**src/rtl/ssel_pkg.sv**
```systemverilog
package ssel_pkg;

   typedef enum logic [2:0] {
      RL_IDLE  = 3'd0,
      RL_LEAD  = 3'd1,
      RL_RUN   = 3'd2,
      RL_TRAIL = 3'd3,
      RL_GAP   = 3'd4
   } rel_state_t;

   function automatic int unsigned cnt_width(input int unsigned limit);
      return (limit > 1) ? $clog2(limit) : 1;
   endfunction

endpackage

```
**src/rtl/ssel_sync.sv**
```systemverilog
module ssel_sync #(
   parameter int unsigned STAGES    = 2,
   parameter logic        RESET_VAL = 1'b1
) (
   input  logic clk,
   input  logic rst_n,
   input  logic din,
   output logic dout
);

   initial begin : chk_stages
      assert (STAGES >= 2) else $fatal(1, "ssel_sync: STAGES must be at least 2");
   end

   logic [STAGES-1:0] chain_q;

   genvar g;
   generate
      for (g = 0; g < STAGES; g++) begin : g_stage
         if (g == 0) begin : g_first
            always_ff @(posedge clk or negedge rst_n) begin
               if (!rst_n) chain_q[0] <= RESET_VAL;
               else        chain_q[0] <= din;
            end
         end else begin : g_next
            always_ff @(posedge clk or negedge rst_n) begin
               if (!rst_n) chain_q[g] <= RESET_VAL;
               else        chain_q[g] <= chain_q[g-1];
            end
         end
      end
   endgenerate

   assign dout = chain_q[STAGES-1];

endmodule

```
**src/rtl/ssel_role.sv**
```systemverilog
module ssel_role (
   input  logic clk,
   input  logic rst_n,
   input  logic cfg_wr,
   input  logic cfg_enable,
   input  logic cfg_master,
   input  logic cfg_sw_sel,
   input  logic cfg_sw_level,
   input  logic cfg_drive_en,
   input  logic sel_sync,
   input  logic fault_clr,
   output logic en_q,
   output logic master_q,
   output logic fault_q
);

   logic fault_cond;

   // select seen low while this controller believes it owns the bus
   always_comb begin
      fault_cond = 1'b0;
      if (en_q && master_q) begin
         if (cfg_sw_sel) fault_cond = ~cfg_sw_level;
         else            fault_cond = ~cfg_drive_en & ~sel_sync;
      end
   end

   always_ff @(posedge clk or negedge rst_n) begin
      if (!rst_n) begin
         en_q     <= 1'b0;
         master_q <= 1'b0;
      end else if (fault_cond) begin
         en_q     <= 1'b0;
         master_q <= 1'b0;
      end else if (cfg_wr) begin
         en_q     <= cfg_enable;
         master_q <= cfg_master;
      end
   end

   always_ff @(posedge clk or negedge rst_n) begin
      if (!rst_n)          fault_q <= 1'b0;
      else if (fault_cond) fault_q <= 1'b1;
      else if (fault_clr)  fault_q <= 1'b0;
   end

   // the fault edge coincides with demotion
   assert_demote_on_fault_R6 : assert property (@(posedge clk) disable iff (!rst_n)
      $rose(fault_q) |-> (!master_q && !en_q));

   // flag holds until a clear pulse
   assert_fault_sticky_R7 : assert property (@(posedge clk) disable iff (!rst_n)
      (fault_q && !fault_clr) |=> fault_q);

   // a fault only arises from an enabled master
   assert_fault_needs_master_R6 : assert property (@(posedge clk) disable iff (!rst_n)
      $rose(fault_q) |-> ($past(master_q) && $past(en_q)));

endmodule

```
**src/rtl/ssel_release.sv**
```systemverilog
module ssel_release
   import ssel_pkg::*;
#(
   parameter int unsigned HALF_CYC = 4
) (
   input  logic clk,
   input  logic rst_n,
   input  logic active,
   input  logic xfer_req,
   input  logic frame_done,
   output logic rel_low,
   output logic rel_go
);

   localparam int unsigned CNT_W = cnt_width(HALF_CYC);
   localparam logic [CNT_W-1:0] CNT_LAST = CNT_W'(HALF_CYC - 1);

   initial begin : chk_half
      assert (HALF_CYC >= 1) else $fatal(1, "ssel_release: HALF_CYC must be at least 1");
   end

   rel_state_t       st_q;
   logic [CNT_W-1:0] cnt_q;

   always_ff @(posedge clk or negedge rst_n) begin
      if (!rst_n) begin
         st_q  <= RL_IDLE;
         cnt_q <= '0;
      end else if (!active) begin
         st_q  <= RL_IDLE;
         cnt_q <= '0;
      end else begin
         case (st_q)
            RL_IDLE: begin
               cnt_q <= '0;
               if (xfer_req) st_q <= RL_LEAD;
            end
            RL_LEAD: begin
               if (cnt_q == CNT_LAST) begin
                  st_q  <= RL_RUN;
                  cnt_q <= '0;
               end else begin
                  cnt_q <= cnt_q + 1'b1;
               end
            end
            RL_RUN: begin
               cnt_q <= '0;
               if (frame_done) st_q <= RL_TRAIL;
            end
            RL_TRAIL: begin
               if (cnt_q == CNT_LAST) begin
                  st_q  <= RL_GAP;
                  cnt_q <= '0;
               end else begin
                  cnt_q <= cnt_q + 1'b1;
               end
            end
            RL_GAP: begin
               if (cnt_q == CNT_LAST) begin
                  st_q  <= RL_IDLE;
                  cnt_q <= '0;
               end else begin
                  cnt_q <= cnt_q + 1'b1;
               end
            end
            default: begin
               st_q  <= RL_IDLE;
               cnt_q <= '0;
            end
         endcase
      end
   end

   assign rel_low = (st_q == RL_LEAD) || (st_q == RL_RUN) || (st_q == RL_TRAIL);
   assign rel_go  = (st_q == RL_RUN);

   // the shifter is never released while the select is high
   assert_go_inside_low_R10 : assert property (@(posedge clk) disable iff (!rst_n)
      rel_go |-> rel_low);

   // completion withdraws permission on the next edge
   assert_done_stops_go_R11 : assert property (@(posedge clk) disable iff (!rst_n)
      (rel_go && frame_done) |=> !rel_go);

   // a new transfer never starts straight out of the trailing interval
   assert_gap_before_lead_R11 : assert property (@(posedge clk) disable iff (!rst_n)
      (st_q == RL_TRAIL) |=> (st_q != RL_LEAD));

   // counter stays inside its window
   assert_cnt_window_R10 : assert property (@(posedge clk) disable iff (!rst_n)
      cnt_q <= CNT_LAST);

endmodule

```
**src/rtl/ssel_slave.sv**
```systemverilog
module ssel_slave (
   input  logic clk,
   input  logic rst_n,
   input  logic en_q,
   input  logic master_q,
   input  logic cfg_sw_sel,
   input  logic cfg_sw_level,
   input  logic sel_sync,
   input  logic sh_busy,
   output logic selected,
   output logic abort_q
);

   logic slave_hw;
   logic prev_q;

   assign slave_hw = en_q & ~master_q & ~cfg_sw_sel;
   assign selected = en_q & ~master_q & (cfg_sw_sel ? ~cfg_sw_level : ~sel_sync);

   always_ff @(posedge clk or negedge rst_n) begin
      if (!rst_n) begin
         prev_q  <= 1'b1;
         abort_q <= 1'b0;
      end else begin
         prev_q  <= sel_sync;
         abort_q <= slave_hw & sh_busy & sel_sync & ~prev_q;
      end
   end

   // aborts only come out of a frame in progress
   assert_abort_in_frame_R9 : assert property (@(posedge clk) disable iff (!rst_n)
      abort_q |-> $past(sh_busy));

   // the abort is a single-cycle pulse
   assert_abort_pulse_R9 : assert property (@(posedge clk) disable iff (!rst_n)
      abort_q |=> !abort_q);

   // a master never reports itself selected as slave
   assert_no_select_as_master_R8 : assert property (@(posedge clk) disable iff (!rst_n)
      master_q |-> !selected);

endmodule

```
**src/rtl/ssel_ctrl.sv**
```systemverilog
module ssel_ctrl #(
   parameter int unsigned SYNC_STAGES = 2,
   parameter int unsigned HALF_CYC    = 4,
   parameter bit          AUTO_REL_EN = 1'b1
) (
   input  logic clk,
   input  logic rst_n,
   input  logic cfg_wr,
   input  logic cfg_enable,
   input  logic cfg_master,
   input  logic cfg_sw_sel,
   input  logic cfg_sw_level,
   input  logic cfg_drive_en,
   input  logic cfg_auto_rel,
   input  logic fault_clr,
   input  logic xfer_req,
   input  logic frame_done,
   input  logic sh_busy,
   input  logic sel_pin_i,
   output logic sel_pin_o,
   output logic sel_pin_oe,
   output logic sel_int,
   output logic xfer_go,
   output logic run_en,
   output logic is_master,
   output logic slave_selected,
   output logic slave_abort,
   output logic mode_fault
);

   initial begin : chk_params
      assert (SYNC_STAGES >= 2) else $fatal(1, "ssel_ctrl: SYNC_STAGES below 2");
      assert (HALF_CYC >= 1)    else $fatal(1, "ssel_ctrl: HALF_CYC below 1");
   end

   logic sel_sync;
   logic en_q, master_q, fault_q;
   logic drive_on, auto_on, rel_low, rel_go;

   ssel_sync #(.STAGES(SYNC_STAGES), .RESET_VAL(1'b1)) u_sync (
      .clk  (clk),
      .rst_n(rst_n),
      .din  (sel_pin_i),
      .dout (sel_sync)
   );

   ssel_role u_role (
      .clk         (clk),
      .rst_n       (rst_n),
      .cfg_wr      (cfg_wr),
      .cfg_enable  (cfg_enable),
      .cfg_master  (cfg_master),
      .cfg_sw_sel  (cfg_sw_sel),
      .cfg_sw_level(cfg_sw_level),
      .cfg_drive_en(cfg_drive_en),
      .sel_sync    (sel_sync),
      .fault_clr   (fault_clr),
      .en_q        (en_q),
      .master_q    (master_q),
      .fault_q     (fault_q)
   );

   ssel_slave u_slave (
      .clk         (clk),
      .rst_n       (rst_n),
      .en_q        (en_q),
      .master_q    (master_q),
      .cfg_sw_sel  (cfg_sw_sel),
      .cfg_sw_level(cfg_sw_level),
      .sel_sync    (sel_sync),
      .sh_busy     (sh_busy),
      .selected    (slave_selected),
      .abort_q     (slave_abort)
   );

   assign drive_on = ~cfg_sw_sel & cfg_drive_en & master_q & en_q;

   generate
      if (AUTO_REL_EN) begin : g_auto
         assign auto_on = drive_on & cfg_auto_rel;
         ssel_release #(.HALF_CYC(HALF_CYC)) u_rel (
            .clk       (clk),
            .rst_n     (rst_n),
            .active    (auto_on),
            .xfer_req  (xfer_req),
            .frame_done(frame_done),
            .rel_low   (rel_low),
            .rel_go    (rel_go)
         );
      end else begin : g_fixed
         assign auto_on = 1'b0;
         assign rel_low = 1'b0;
         assign rel_go  = 1'b0;
      end
   endgenerate

   assign sel_pin_oe = drive_on;
   assign sel_pin_o  = ~(drive_on & (auto_on ? rel_low : 1'b1));
   assign sel_int    = cfg_sw_sel ? cfg_sw_level : sel_sync;
   assign xfer_go    = auto_on ? rel_go : (en_q & master_q & xfer_req);
   assign run_en     = en_q;
   assign is_master  = master_q;
   assign mode_fault = fault_q;

   // the pin is released in the cycle the fault is flagged
   assert_oe_released_on_fault_R6 : assert property (@(posedge clk) disable iff (!rst_n)
      $rose(mode_fault) |-> !sel_pin_oe);

   // software select never turns the pin into an output
   assert_sw_no_drive_R2 : assert property (@(posedge clk) disable iff (!rst_n)
      cfg_sw_sel |-> !sel_pin_oe);

   // a driven select without framing is held low
   assert_fixed_low_R3 : assert property (@(posedge clk) disable iff (!rst_n)
      (sel_pin_oe && !cfg_auto_rel) |-> !sel_pin_o);

endmodule

```
**config.mk**
```make
export PLATFORM = sky130hd
export DESIGN_NAME = ssel_ctrl
export DESIGN_NICKNAME = d
export VERILOG_FILES = /design/src/rtl/ssel_pkg.sv /design/src/rtl/ssel_sync.sv /design/src/rtl/ssel_role.sv /design/src/rtl/ssel_release.sv /design/src/rtl/ssel_slave.sv /design/src/rtl/ssel_ctrl.sv
export SDC_FILE = /design/constraint.sdc
export NUM_CORES = 1
export LEC_CHECK = 0
export CORE_AREA = 2 2 41 43
export CTS_CLUSTER_SIZE = 28
export DETAILED_ROUTE_END_ITERATION = 7
export DIE_AREA = 0 0 43 45
export GPL_TIMING_DRIVEN = 0
export PLACE_DENSITY = 0.73
export RECOVER_POWER = 100
export REMOVE_ABC_BUFFERS = 1
export SYNTH_ARGS = -nofsm -noshare
export SYNTH_HDL_FRONTEND = slang
export SYNTH_SLANG_ARGS = --single-unit
```
**constraint.sdc**
```tcl
create_clock -name clk -period 1.3 [get_ports clk]
set_input_delay 0.26 -clock clk [delete_from_list [all_inputs] [get_ports clk]]
set_output_delay 0.26 -clock clk [all_outputs]
set_load 0.005 [all_outputs]
```
==> summary.md <==
| Metric | Value |
|---|---|
| Reg clk slew, reported paths | `around 0.070 ns` |
| Cell Pwr Density | `~1000 nW/um^2` |
| Cell taking the most area after synthesis | `dfrtp_1` |
| Nets | `between 100 and 150` |
| Antenna violations before repair | `0` |
| CP max stage cell | `dfrtp_2` |
| Slew HR | `64.5%` |
| Largest family of logic cells by synthesized area | `simple AND/OR/NAND/NOR gates` |
| Sequential power share | `44.1%` |
| Switching portion of total power | `approximately a quarter` |
| Multiplexer area fraction after synthesis | `3.49%` |
| # DRC | `0` |
| Post-Synth XOR/XNOR Area | `1.53%` |
| Worst path max stage delay | `0.41 ns` |
| Clk pwr share | `31.8%` |
| Core Rows | `14` |
| Fin Clk Skew | `0.00369 ns` |
| DRT Wirelength | `between 1 and 1.5 mm` |
| H-tree depth | `1` |
| Crit-path cells | `and4b_2, nand3b_1, o21ai_1, buf_2` |
| Final std cells w/o fill | `108` |
| Layout filler cell count | `125` |
| RSZ-0062 raised after global routing | `true` |
| Via count | `534` |
| Hold Slack | `0.363 ns` |
| Number of max-cap violations | `0` |
| Clock buffer depth | `2` |
| Cell area after layout | `953 um^2` |
| Worst setup margin | `-0.221 ns` |
| Area fraction in compound gates after synthesis | `8.95%` |
| Post-DRT Antenna Nets | `0` |
| CP endpoint kind | `output pin` |
| Synth warnings | `0` |
| Die ar. | `1940 um^2` |
| Worst reg2reg setup slack | `~0.060 ns` |
| Critical Path RT | `1.04 ns` |
| Crit-path max FO | `5` |
| Cell-internal power | `just over 0.7 mW` |
| Psw | `0.220 mW` |
| Cts bufs inserted | `3` |
| Crit path max-delay family | `flip-flops` |
| Global-route wire length before repair | `2.06 mm` |
| # diodes | `0` |
| Crit share post-route | `117%` |
| Adder-Cell Fraction of Synth Area | `2.18%` |
| Min Tclk post-route | `1.52 ns` |
| Clk Latency, worst-skew pair | `0.28 ns` |
| Mapped Area | `~570 um^2` |
| Slew Viols, Final | `0` |
| Seq/Total Area, Yosys | `53.1%` |
| Layout Area Growth over Synthesis | `66.4%` |
| Die height | `45 um` |
| Global-route congestion overflow total | `0` |
| Failing checks | `setup timing` |
| Core area | `1470 um^2` |
| CP Launch Type | `flop` |
| Area after DPL | `813 um^2` |
| TritonCTS clock tree | `built` |
| Peak VDD IR | `785 uV` |
| Comb power frac | `about a quarter` |
| Root buffer cell | `clkbuf_4` |
| DP HPWL | `902 um` |
| Vias per cell | `4.94` |
| Worst slew pin tran | `0.531 ns` |
| Cells after DPL | `91` |
| Fmax | `657 MHz` |
| Port Buf Inserts | `22` |
| Initial core utilization | `38.9%` |
| I/O pin count | `23` |
| Synth top area share | `39.3%` |
| Commonest non-fill, non-tap cells in the layout | `clkdlybuf4s50_1, dfrtp_1, buf_4, buf_6` |
| CTS sink count | `12` |
| GP Congestion | `between 0.7 and 0.8` |
| Leading cell type in the layout, fill and taps excluded | `clkdlybuf4s50_1` |
| Fraction of layout instances using a drive strength above 1 | `about two fifths` |
| DR pass1 iterations | `4` |
| Status | `finished, violations left` |
| Pleak | `0.447 nW` |
| Number of distinct library cells after synthesis | `27` |
| Largest net degree at the start of global routing | `13` |
| Synthesized instance count | `53` |
| DR iter-0 viols | `15` |
| Syn Area/Cell | `roughly 11 um^2` |
| Synth top area cells | `dfrtp_1, dfstp_2, mux2i_1` |
| Hold Crit Class | `reg -> reg` |
| Drt wl/cell | `13.0 um` |
| Die Wd | `about 43 um` |
| Vias in the first global route | `468` |
| GRT Util Overall | `15.5%` |
| Crit path buf inv count | `1` |
| CTS Hold Bufs | `0` |
| Register bit total from synthesis | `12` |
| WP data arrival | `1.26 ns` |
| Count of endpoints failing setup in the final report | `6` |
| Setup slack at placement | `-0.818 ns` |
| Hold Fails Final Rpt | `0` |
| Critical path type | `reg -> out` |
| Simple-gate area share of the yosys netlist | `30.1%` |
-- final timing paths --
path                                             start                           to  depth (start not counted)
hold reg to reg            u_sync.chain_q[0]$_DFF_PN1_        u_sync.dout$_DFF_PN1_                          0
setup reg to reg                 u_sync.dout$_DFF_PN1_      u_role.en_q$_DFFE_PN0P_                          4
setup / recovery           u_role.master_q$_DFFE_PN0P_                      xfer_go                          4
max in group asynchronous                        rst_n  u_role.master_q$_DFFE_PN0P_                          1
min in group asynchronous                        rst_n    u_slave.abort_q$_DFF_PN0_                          1
hold / removal             u_sync.chain_q[0]$_DFF_PN1_        u_sync.dout$_DFF_PN1_                          0
-- timing repair --
action / in CTS / in global routing
resized for setup: 38 / 7
pin swaps: 3 / 4
setup buffers: 9 / 5
setup endpoints to repair: 9 / 8
-- stage by stage --
| step | util [%] | setup TNS (ns) | power (mW) |
|---|---|---|---|
| global placement | 55.3 | -4.34 | 0.562 |
| floorplan | - | 0 | 0.462 |
| CTS | 61.8 | -0.952 | 0.907 |
| global route | 64.8 | -1.33 | 0.973 |
| finish | 64.8 | -0.919 | 0.926 |
| detailed placement | 55.3 | -4.46 | 0.566 |
-- cells in the mapped netlist, drive strengths merged --
master / number
mux2i: 2
nand2: 5
dfrtp: 9
nand3: 2
a21o: 2
nor3: 1
a21oi: 3
inv: 1
o21ai: 2
nor4b: 1
a211oi: 1
or2b: 2
nand2b: 2
and4b: 1
and2b: 1
or3: 1
nor4: 1
ha: 1
nor2b: 2
nand3b: 2
nand4: 1
nor3b: 2
nor2: 4
xor2: 1
dfstp: 3
-- final cells by class --
| type | count | area, um^2 | share of cell area, % |
|---|---|---|---|
| well taps | 16 | 20.0 | 2.10 |
| inverters | 1 | 3.75 | 0.394 |
| clock buffers | 4 | 36.3 | 3.81 |
| repair buffers | 35 | 305 | 32.0 |
| multi-input cells | 40 | 283 | 29.7 |
| flip-flops and latches | 12 | 305 | 32.0 |
-- state kept, by name (all words and copies together), names as in the netlist --
| signal | count |
|---|---|
| u_role.fault_q | 1 |
| u_role.en_q | 1 |
| u_role.master_q | 1 |
| u_slave.abort_q | 1 |
| g_auto.u_rel.cnt_q | 2 |
| u_slave.prev_q | 1 |
| u_sync.chain_q | 1 |
| g_auto.u_rel.st_q | 3 |
| u_sync.dout | 1 |
-- per-layer routing --
layer  vias to the layer above  global-route usage (%)  part of all wire [%]
met2                        18                    24.5                    55
met3                         2                    7.20                   6.2
met1                       248                    18.0                    38
met4                         0                    7.27                  0.93
met5                         -                       0                     0
li1                        266                       -                     -
-- worst register-to-register path, stage by stage, from the launching register on --
cell and delay (ns):
dfstp_2 0.37, clkbuf_4 0.12, or3_1 0.38, a21oi_2 0.19, nor2_1 0.07
-- power groups by stage --
stage	clock network [mW]	registers, mW	logic (mW)
5_1_grt	0.321	0.411	0.241
2_1_floorplan	0	0.417	0.0444
4_1_cts	0.307	0.408	0.192
6_report	0.295	0.408	0.223
3_3_place_gp	0	0.421	0.142
3_5_place_dp	0	0.421	0.145
-- cell families (layout without fill, tap and decap cells) --
family                   count (synthesis)  in the layout
adder cells (fa/ha/maj)                  1              1
buffers and inverters                    1             40
flip-flops                              12             12
XOR/XNOR                                 1              1
AND/OR/NAND/NOR                         28             28
AO/OA/AOI/OAI                            8              8
multiplexers                             2              2
Note: power is estimated with default switching activity, not from simulation.
